<file path="src/rtl/rxq_pkg.sv">
package rxq_pkg;

    typedef struct packed {
        logic brk;
        logic frm;
        logic par;
    } rxq_err_t;

    localparam int unsigned ERR_W = $bits(rxq_err_t);

    function automatic logic rxq_is_bad(input rxq_err_t e);
        return e.brk | e.frm | e.par;
    endfunction

endpackage

</file>
<file path="src/rtl/rxq_store.sv">
module rxq_store #(
    parameter int unsigned DEPTH = 64,
    parameter int unsigned EW    = 11,
    localparam int unsigned AW   = $clog2(DEPTH)
) (
    input  logic          clk,
    input  logic          we,
    input  logic [AW-1:0] waddr,
    input  logic [EW-1:0] wdata,
    input  logic [AW-1:0] raddr,
    output logic [EW-1:0] rdata
);

    logic [EW-1:0] slot_q [DEPTH];

    always_ff @(posedge clk) begin
        if (we) begin
            slot_q[waddr] <= wdata;
        end
    end

    assign rdata = slot_q[raddr];

endmodule

</file>
<file path="src/rtl/rxq_ctrl.sv">
module rxq_ctrl #(
    parameter int unsigned DEPTH = 64,
    localparam int unsigned AW   = $clog2(DEPTH),
    localparam int unsigned LW   = $clog2(DEPTH + 1)
) (
    input  logic          clk,
    input  logic          rst,
    input  logic          wr_en,
    input  logic          rd_en,
    output logic          wr_ok,
    output logic          rd_ok,
    output logic [AW-1:0] wr_ptr,
    output logic [AW-1:0] rd_ptr,
    output logic [LW-1:0] level,
    output logic          empty,
    output logic          full
);

    typedef struct packed {
        logic [AW-1:0] wr_ptr;
        logic [AW-1:0] rd_ptr;
        logic [LW-1:0] level;
    } ctrl_st_t;

    ctrl_st_t st_d, st_q;

    function automatic logic [AW-1:0] bump(input logic [AW-1:0] p);
        return (p == AW'(DEPTH - 1)) ? '0 : p + AW'(1);
    endfunction

    assign empty  = (st_q.level == '0);
    assign full   = (st_q.level == LW'(DEPTH));
    assign wr_ptr = st_q.wr_ptr;
    assign rd_ptr = st_q.rd_ptr;
    assign level  = st_q.level;

    always_comb begin
        st_d  = st_q;
        wr_ok = wr_en && !full;
        rd_ok = rd_en && !empty;
        if (wr_ok) begin
            st_d.wr_ptr = bump(st_q.wr_ptr);
        end
        if (rd_ok) begin
            st_d.rd_ptr = bump(st_q.rd_ptr);
        end
        unique case ({wr_ok, rd_ok})
            2'b10:   st_d.level = st_q.level + LW'(1);
            2'b01:   st_d.level = st_q.level - LW'(1);
            default: st_d.level = st_q.level;
        endcase
        if (rst) begin
            st_d = '0;
        end
    end

    always_ff @(posedge clk) begin
        st_q <= st_d;
    end


    level_bound_chk: assert property (@(posedge clk) disable iff (rst)
        level <= LW'(DEPTH));


    full_drop_chk: assert property (@(posedge clk) disable iff (rst)
        full && wr_en && !rd_en |=> $stable(level) && $stable(wr_ptr));


    empty_hold_chk: assert property (@(posedge clk) disable iff (rst)
        empty && rd_en && !wr_en |=> $stable(rd_ptr) && $stable(level));


    both_hold_chk: assert property (@(posedge clk) disable iff (rst)
        wr_ok && rd_ok |=> $stable(level));

endmodule

</file>
<file path="src/rtl/rxq_errcnt.sv">
module rxq_errcnt #(
    parameter int unsigned DEPTH = 64,
    localparam int unsigned CW   = $clog2(DEPTH + 1)
) (
    input  logic          clk,
    input  logic          rst,
    input  logic          inc,
    input  logic          dec,
    output logic [CW-1:0] cnt,
    output logic          any
);

    typedef struct packed {
        logic [CW-1:0] cnt;
    } cnt_st_t;

    cnt_st_t st_d, st_q;

    always_comb begin
        st_d = st_q;
        unique case ({inc, dec})
            2'b10:   st_d.cnt = st_q.cnt + CW'(1);
            2'b01:   st_d.cnt = st_q.cnt - CW'(1);
            default: st_d.cnt = st_q.cnt;
        endcase
        if (rst) begin
            st_d = '0;
        end
    end

    always_ff @(posedge clk) begin
        st_q <= st_d;
    end

    assign cnt = st_q.cnt;
    assign any = (st_q.cnt != '0);


    cnt_hold_chk: assert property (@(posedge clk) disable iff (rst)
        inc && dec |=> $stable(cnt));


    cnt_up_chk: assert property (@(posedge clk) disable iff (rst)
        inc && !dec |=> cnt == $past(cnt) + CW'(1));


    cnt_down_chk: assert property (@(posedge clk) disable iff (rst)
        dec && !inc |=> cnt == $past(cnt) - CW'(1));

endmodule

</file>
<file path="src/rtl/rx_err_fifo.sv">
module rx_err_fifo
    import rxq_pkg::*;
#(
    parameter int unsigned DATA_W = 8,
    parameter int unsigned DEPTH  = 64,
    localparam int unsigned AW    = $clog2(DEPTH),
    localparam int unsigned LW    = $clog2(DEPTH + 1),
    localparam int unsigned EW    = DATA_W + ERR_W
) (
    input  logic              clk,
    input  logic              rst,
    input  logic              wr_en,
    input  logic [DATA_W-1:0] wr_data,
    input  logic              wr_brk,
    input  logic              wr_frm,
    input  logic              wr_par,
    input  logic              rd_en,
    output logic [DATA_W-1:0] rd_data,
    output logic              head_brk,
    output logic              head_frm,
    output logic              head_par,
    output logic              err_any,
    output logic [LW-1:0]     level,
    output logic              empty,
    output logic              full
);

    logic          wr_ok, rd_ok;
    logic [AW-1:0] wr_ptr, rd_ptr;
    logic [EW-1:0] wr_word, head_word;
    logic [LW-1:0] bad_cnt;
    rxq_err_t      wr_err, head_err;
    logic          cnt_any;

    assign wr_err  = '{brk: wr_brk, frm: wr_frm, par: wr_par};
    assign wr_word = {wr_err, wr_data};

    rxq_ctrl #(.DEPTH(DEPTH)) u_ctrl (
        .clk    (clk),
        .rst    (rst),
        .wr_en  (wr_en),
        .rd_en  (rd_en),
        .wr_ok  (wr_ok),
        .rd_ok  (rd_ok),
        .wr_ptr (wr_ptr),
        .rd_ptr (rd_ptr),
        .level  (level),
        .empty  (empty),
        .full   (full)
    );

    rxq_store #(.DEPTH(DEPTH), .EW(EW)) u_store (
        .clk   (clk),
        .we    (wr_ok),
        .waddr (wr_ptr),
        .wdata (wr_word),
        .raddr (rd_ptr),
        .rdata (head_word)
    );

    assign head_err = empty ? '0 : rxq_err_t'(head_word[EW-1 -: ERR_W]);
    assign rd_data  = empty ? '0 : head_word[DATA_W-1:0];
    assign head_brk = head_err.brk;
    assign head_frm = head_err.frm;
    assign head_par = head_err.par;

    rxq_errcnt #(.DEPTH(DEPTH)) u_errcnt (
        .clk (clk),
        .rst (rst),
        .inc (wr_ok && rxq_is_bad(wr_err)),
        .dec (rd_ok && rxq_is_bad(head_err)),
        .cnt (bad_cnt),
        .any (cnt_any)
    );

    assign err_any = cnt_any;


    no_err_when_empty_chk: assert property (@(posedge clk) disable iff (rst)
        empty |-> !err_any);


    bad_within_level_chk: assert property (@(posedge clk) disable iff (rst)
        bad_cnt <= level);


    reset_clears_chk: assert property (@(posedge clk)
        rst |=> empty && !err_any);

endmodule

</file>
<file path="config.mk">
export PLATFORM = sky130hd
export DESIGN_NAME = rx_err_fifo
export DESIGN_NICKNAME = d
export VERILOG_FILES = /design/src/rtl/rxq_pkg.sv /design/src/rtl/rxq_store.sv /design/src/rtl/rxq_ctrl.sv /design/src/rtl/rxq_errcnt.sv /design/src/rtl/rx_err_fifo.sv
export SDC_FILE = /design/constraint.sdc
export NUM_CORES = 1
export LEC_CHECK = 0
export BUFFER_PORTS_ARGS = -buffer_cell sky130_fd_sc_hd__buf_2
export CAP_MARGIN = 10
export CORE_MARGIN = 1
export CORE_UTILIZATION = 30
export CTS_CLUSTER_DIAMETER = 50
export DETAILED_ROUTE_END_ITERATION = 10
export SYNTH_ARGS = -nofsm -noshare
export SYNTH_HDL_FRONTEND = slang
export SYNTH_HIERARCHICAL = 1
export SYNTH_SLANG_ARGS = --single-unit
</file>
<file path="constraint.sdc">
create_clock -name clk -period 12.6 [get_ports clk]
set_input_delay 0.63 -clock clk [delete_from_list [all_inputs] [get_ports clk]]
set_output_delay 0.63 -clock clk [all_outputs]
set_load 0.01 [all_outputs]
</file>
* Yosys cells after proc, flatten, opt, wreduce, memory -nomap -nowiden
Memories as Yosys holds them, arrays and structs flattened. A register that Yosys moved wholly into a read port is not among the register bits. Cells that the tools add are included.
Word-level totals: bits in writable memories 704, output and inout port bits 21, latch bits 0, input bits 15, memories kept 1, ROM bits 0, logic and storage cells 42, flip-flop bits (word level) 26
Memories:
- u_store.slot_q | depth 64, bits a word 11, read ports 1, clocked after Yosys merged registers in 1, write ports 1, line rxq_store.sv:14 | logic [EW-1:0] slot_q [DEPTH];
Cells by class: bitwise operators 4, reductions and logical operators 10, shift operators 0, muxes and demuxes 10, div/mod/pow operators 0, $add $sub $neg 6, equality and inequality tests 7, multipliers 0, $lt $le $gt $ge 0
Operator list (count):
- $pmux 7 s2 | 2
- $mux 6 | 4
- $add 7x1->7 const B | 2
- $sub 7x1->7 const B | 2
- $add 6x1->6 const B | 2
- $eq 6x6->1 const B | 2
- $mux 8 | 1
- $eq 7x7->1 const B | 1
- $logic_not 7->1 | 1
- $reduce_bool 7->1 | 1
- $eq 2x1->1 const B | 2
- $eq 2x2->1 const B | 2
- $logic_and 1x1->1 | 4
- $or 1x1->1 | 4
- $reduce_bool 2->1 | 2
- $mux 3 | 1
- $logic_not 1->1 | 2
- $mux 1 | 2

* Longest topological paths before layout
word-level depth 7, depth in mapped cells 19, gate-level depth less buffers 14

* Hierarchy
The synthesis kept the hierarchy.
By module, submodules not included:
- rxq_store | area each 27266.2 sq um, cells an instance 1268, sequential area each 21140.3 sq um, instances 1
- rxq_ctrl | area each 1204.9 sq um, cells an instance 137, sequential area each 380.4 sq um, instances 1
- rxq_errcnt | area each 593.1 sq um, cells an instance 71, sequential area each 140.1 sq um, instances 1
- rx_err_fifo | area each 106.4 sq um, cells an instance 15, sequential area each 0.0 sq um, instances 1

* Worst setup path after synthesis
OpenSTA, ideal clock, no wires.
path type register -> register, from register, netlist name u_ctrl/rd_ptr[0], to register u_errcnt.st_q, in the netlist u_errcnt/cnt[4], buffers on the path 5, required time 12479 ps, clock period less this slack 4292 ps, slack 8308 ps, setup time 121 ps, arrival 4171 ps, stages on the path, launching flop included 19, cells stage by stage dfxtp_1 > buf_2 > buf_6 > buf_6 > buf_2 > mux4_2 > mux2i_1 > a22oi_1 > a31o_1 > nor3_1 > nor3b_2 > ha_1 > clkbuf_1 > xor2_1 > ha_1 > nor4_1 > or4_4 > mux2i_1 > mux2_2
RTL lines:
- to (signal assigned) | line rxq_errcnt.sv:32 | st_q <= st_d;
- to (decl) | line rxq_errcnt.sv:17 | cnt_st_t st_d, st_q;

==> impl_metrics.py <==
metrics = {
    "yosys": {
        "yosysTopAreaCell": "edfxtp_1",
        "syn_inst": 1491,
        "netlist_area_sq_mm": 0.0292,
        "ys_seq_area_share_pct": 74.3,
        "ys_ff_latch": 730,
        "synth_ff_type": "edfxtp_1",
        "synthArstFlopShare_pct": 0,
        "syn_area_per_cell_sq_um": 19.6,
        "ys_types": 69,
        "synth_top_area_share_pct": 72.5,
        "synth_area_leaders": "edfxtp_1 (72%), mux4_2 (12%), mux2i_1 (2.7%), dfxtp_1 (1.8%), nor2_1 (1.1%)",
        "synth_edf_count": 704,
        "yosys_warnings": 6,
        "mappedNetlistNets": 1518,
    },
    "drt": {
        "drc": 0,
        "wl_per_cell_um": 22.8,
        "drtAntennaViolNets": 0,
        "first_iter_violations": 1299,
        "routed_wl_um": 66700,
        "viasPerCell": 5.05,
        "first_pass_iters": 5,
        "vias": 14800,
    },
    "pwr": {
        "clock_power_share_pct": 37.6,
        "combPwrFrac_pct": 19.1,
        "pwr-share-seq_pct": 43.3,
        "p_sw_share_pct": 27.1,
        "internal_power_mw": 4.66,
        "p_sw_mw": 1.73,
        "peakVddDrop_mv": 0.184,
        "cellLeakagePower_nw": 10.4,
        "p_per_area_mw_per_mm2": 189,
    },
    "placement": {
        "place_area_sq_mm": 0.0309,
        "place_worst_setup_slack_ns": 6.13,
        "numPortBuffers": 35,
        "placed_cells": 2767,
        "dpl.hpwl_um": 39100,
        "gp_congestion": 0.787,
    },
    "job": {
        "drv_cap": 0,
    },
    "clock_network": {
        "clockBufferDepth": 3,
        "root_buffer": "clkbuf_16",
        "cts_resized": 0,
        "post_cts_buffers": 0,
        "cts_sinks": 730,
        "insertion_delay_ns": 0.64,
        "postCtsHoldBufs": 0,
        "ctsHtreeMaxLevel": 3,
        "numCtsBuffers": 85,
        "cts_tree": "built",
        "cts.reportedPaths.clkPinSlew_ns": 0.05,
    },
    "global_routing": {
        "grt_first_pass_wirelength_um": 99100,
        "grt_remaining_overflow": 0,
        "antenna_found_initial": 6,
        "grt_start_max_net_pins": 108,
        "grtUsageTotal_pct": 13.5,
        "grt_pass1_vias": 14900,
    },
    "layout": {
        "stdcell_count": 2931,
        "finalNetCount": 1612,
        "final_cell_area_sq_mm": 0.0338,
        "areaGrowthSynthToFinish_pct": 15.8,
        "antenna_cells": 0,
        "drive_above_1_share_pct": 24.7,
    },
    "floorplanning": {
        "dieHeight_um": 314,
        "start_util_pct": 30.2,
        "coreArea_sq_mm": 0.0966,
        "row_count": 114,
        "io_pins": 36,
        "fp.dieW_um": 314,
        "die-area_sq_mm": 0.0985,
    },
    "timing": {
        "final_hold_viol_count": 0,
        "rsz0062_at_grt": "no",
        "fin_worst_skew_ns": 0.0293,
        "fin_ws_ns": 6.18,
        "fmax_ghz": 0.156,
        "relSlewSlack_pct": 16.2,
        "fin_crit_ns": 6.42,
        "fin_crit_sh_pct": 51.0,
        "worst_pin_slew_ns": 1.25,
        "setup-tns-final_ns": 0,
        "finalSetupViolCount": 0,
        "final_max_slew_viol_count": 0,
    },
    "critical_path": {
        "end_kind": "register",
        "crit_required_ns": 13.13,
        "arrival_ns": 6.95,
        "start_kind": "register",
        "critPathMaxFanout": 96,
        "crit_type": "reg2reg",
    },
    "outcome": {
        "status": "finished, final reports clean",
    },
    "min_path": {
        "hold_path.class": "in2reg",
    },
}
state kept, by name, summed over array words and instances (netlist names):
| name | cells |
|---|---|
| u_ctrl/rd_ptr | 6 |
| u_ctrl/level | 7 |
| u_store/slot_q | 704 |
| u_errcnt/cnt | 7 |
| u_ctrl/wr_ptr | 6 |
final timing paths:
kind | from | to | slack (ns) | cells past startpoint
hold reg to reg | u_errcnt/cnt[6] | u_errcnt/cnt[6] | 0.54 | 2
setup / recovery | u_ctrl/rd_ptr[0] | u_errcnt/cnt[6] | 6.18 | 16
setup reg to reg | u_ctrl/rd_ptr[0] | u_errcnt/cnt[6] | 6.18 | 16
hold / removal | rd_en | u_ctrl/rd_ptr[1] | 0.48 | 4
through the flow:
step	utilization, %	power (mW)	hold WS (ns)
final	35.0	6.39	0.485
after CTS	34.9	6.46	0.460
after floorplan	-	3.69	0.472
after global placement	32.0	4.04	0.506
after detailed placement	32.0	4.06	0.530
after global routing	35.0	6.63	0.484
cell usage in the layout, fill, tap and decap left out, drive strengths merged, types with 20 or more instances in the layout:
master / netlist / layout
inv: 10 / 20
buf: 50 / 92
a221oi: 21 / 21
a21oi: 27 / 27
nor2b: 35 / 35
nand3: 22 / 22
nor2: 85 / 85
mux2i: 78 / 78
edfxtp: 704 / 704
clkbuf: 35 / 94
clkinv: 1 / 38
mux4: 158 / 158
dfxtp: 26 / 26
nand2: 44 / 44
synthesized netlist by cell type (18+ instances only):
| library cell | number |
|---|---|
| mux4_2 | 158 |
| a21oi_1 | 27 |
| nand2_1 | 44 |
| a221oi_1 | 20 |
| clkbuf_1 | 34 |
| edfxtp_1 | 704 |
| o21ai_0 | 18 |
| nor2b_1 | 35 |
| buf_2 | 22 |
| nand3_1 | 22 |
| dfxtp_1 | 26 |
| mux2i_1 | 78 |
| nor2_1 | 85 |
power groups by stage:
stage / Sequential (mW) / Clock [mW] / Combinational, mW
floorplan: 2.78 / 0 / 0.908
global placement: 2.82 / 0 / 1.22
detailed placement: 2.82 / 0 / 1.24
CTS: 2.77 / 2.45 / 1.24
global route: 2.78 / 2.54 / 1.31
finish: 2.77 / 2.40 / 1.22
cell families (layout without fill, tap and decap cells):
logic type	after synthesis	in the layout	synth area share, %
AOI/OAI and AO/OA	152	152	3.84
muxes	239	239	15.0
and+or+nand+nor	254	254	4.46
DFF	730	730	74.3
buffers and inverters	96	260	1.67
adders and majority gates	12	12	0.540
xor gates and xnor gates	8	8	0.240
cell type report:
cell class,count,area [sq um]
fill,8870,62800
sequential,730,21700
multi-input combinational,665,7030
clock buffer,94,2180
tap,1276,1600
timing repair buffer,92,647
clock inverter,63,602
inverter,11,41.3
critical path, cell delays in order, from the launching register on:
cell and delay, ns:
dfxtp_4 0.65, buf_12 0.59, buf_4 0.80, mux4_2 0.60, nor2b_1 0.15, a211oi_1 0.38
nor4_1 0.09, a31o_1 0.21, nor3_1 0.59, nor3b_2 0.12, ha_1 0.41, xor2_1 0.22
ha_1 0.22, nor4_1 0.07, or4_4 0.52, o31a_1 0.33, a221oi_2 0.23
routing by layer:
metal  up-vias  GRT usage, %  routed length, um  share of wire (%)
li1       6359             -                  -                  -
met1      7804          18.6              28600                 43
met2       513          21.5              32000                 48
met3       109          2.62               4270                6.4
met4         4          4.47               1790                2.7
met5         -             0                 27              0.040
(Power assumes the default switching activity.)
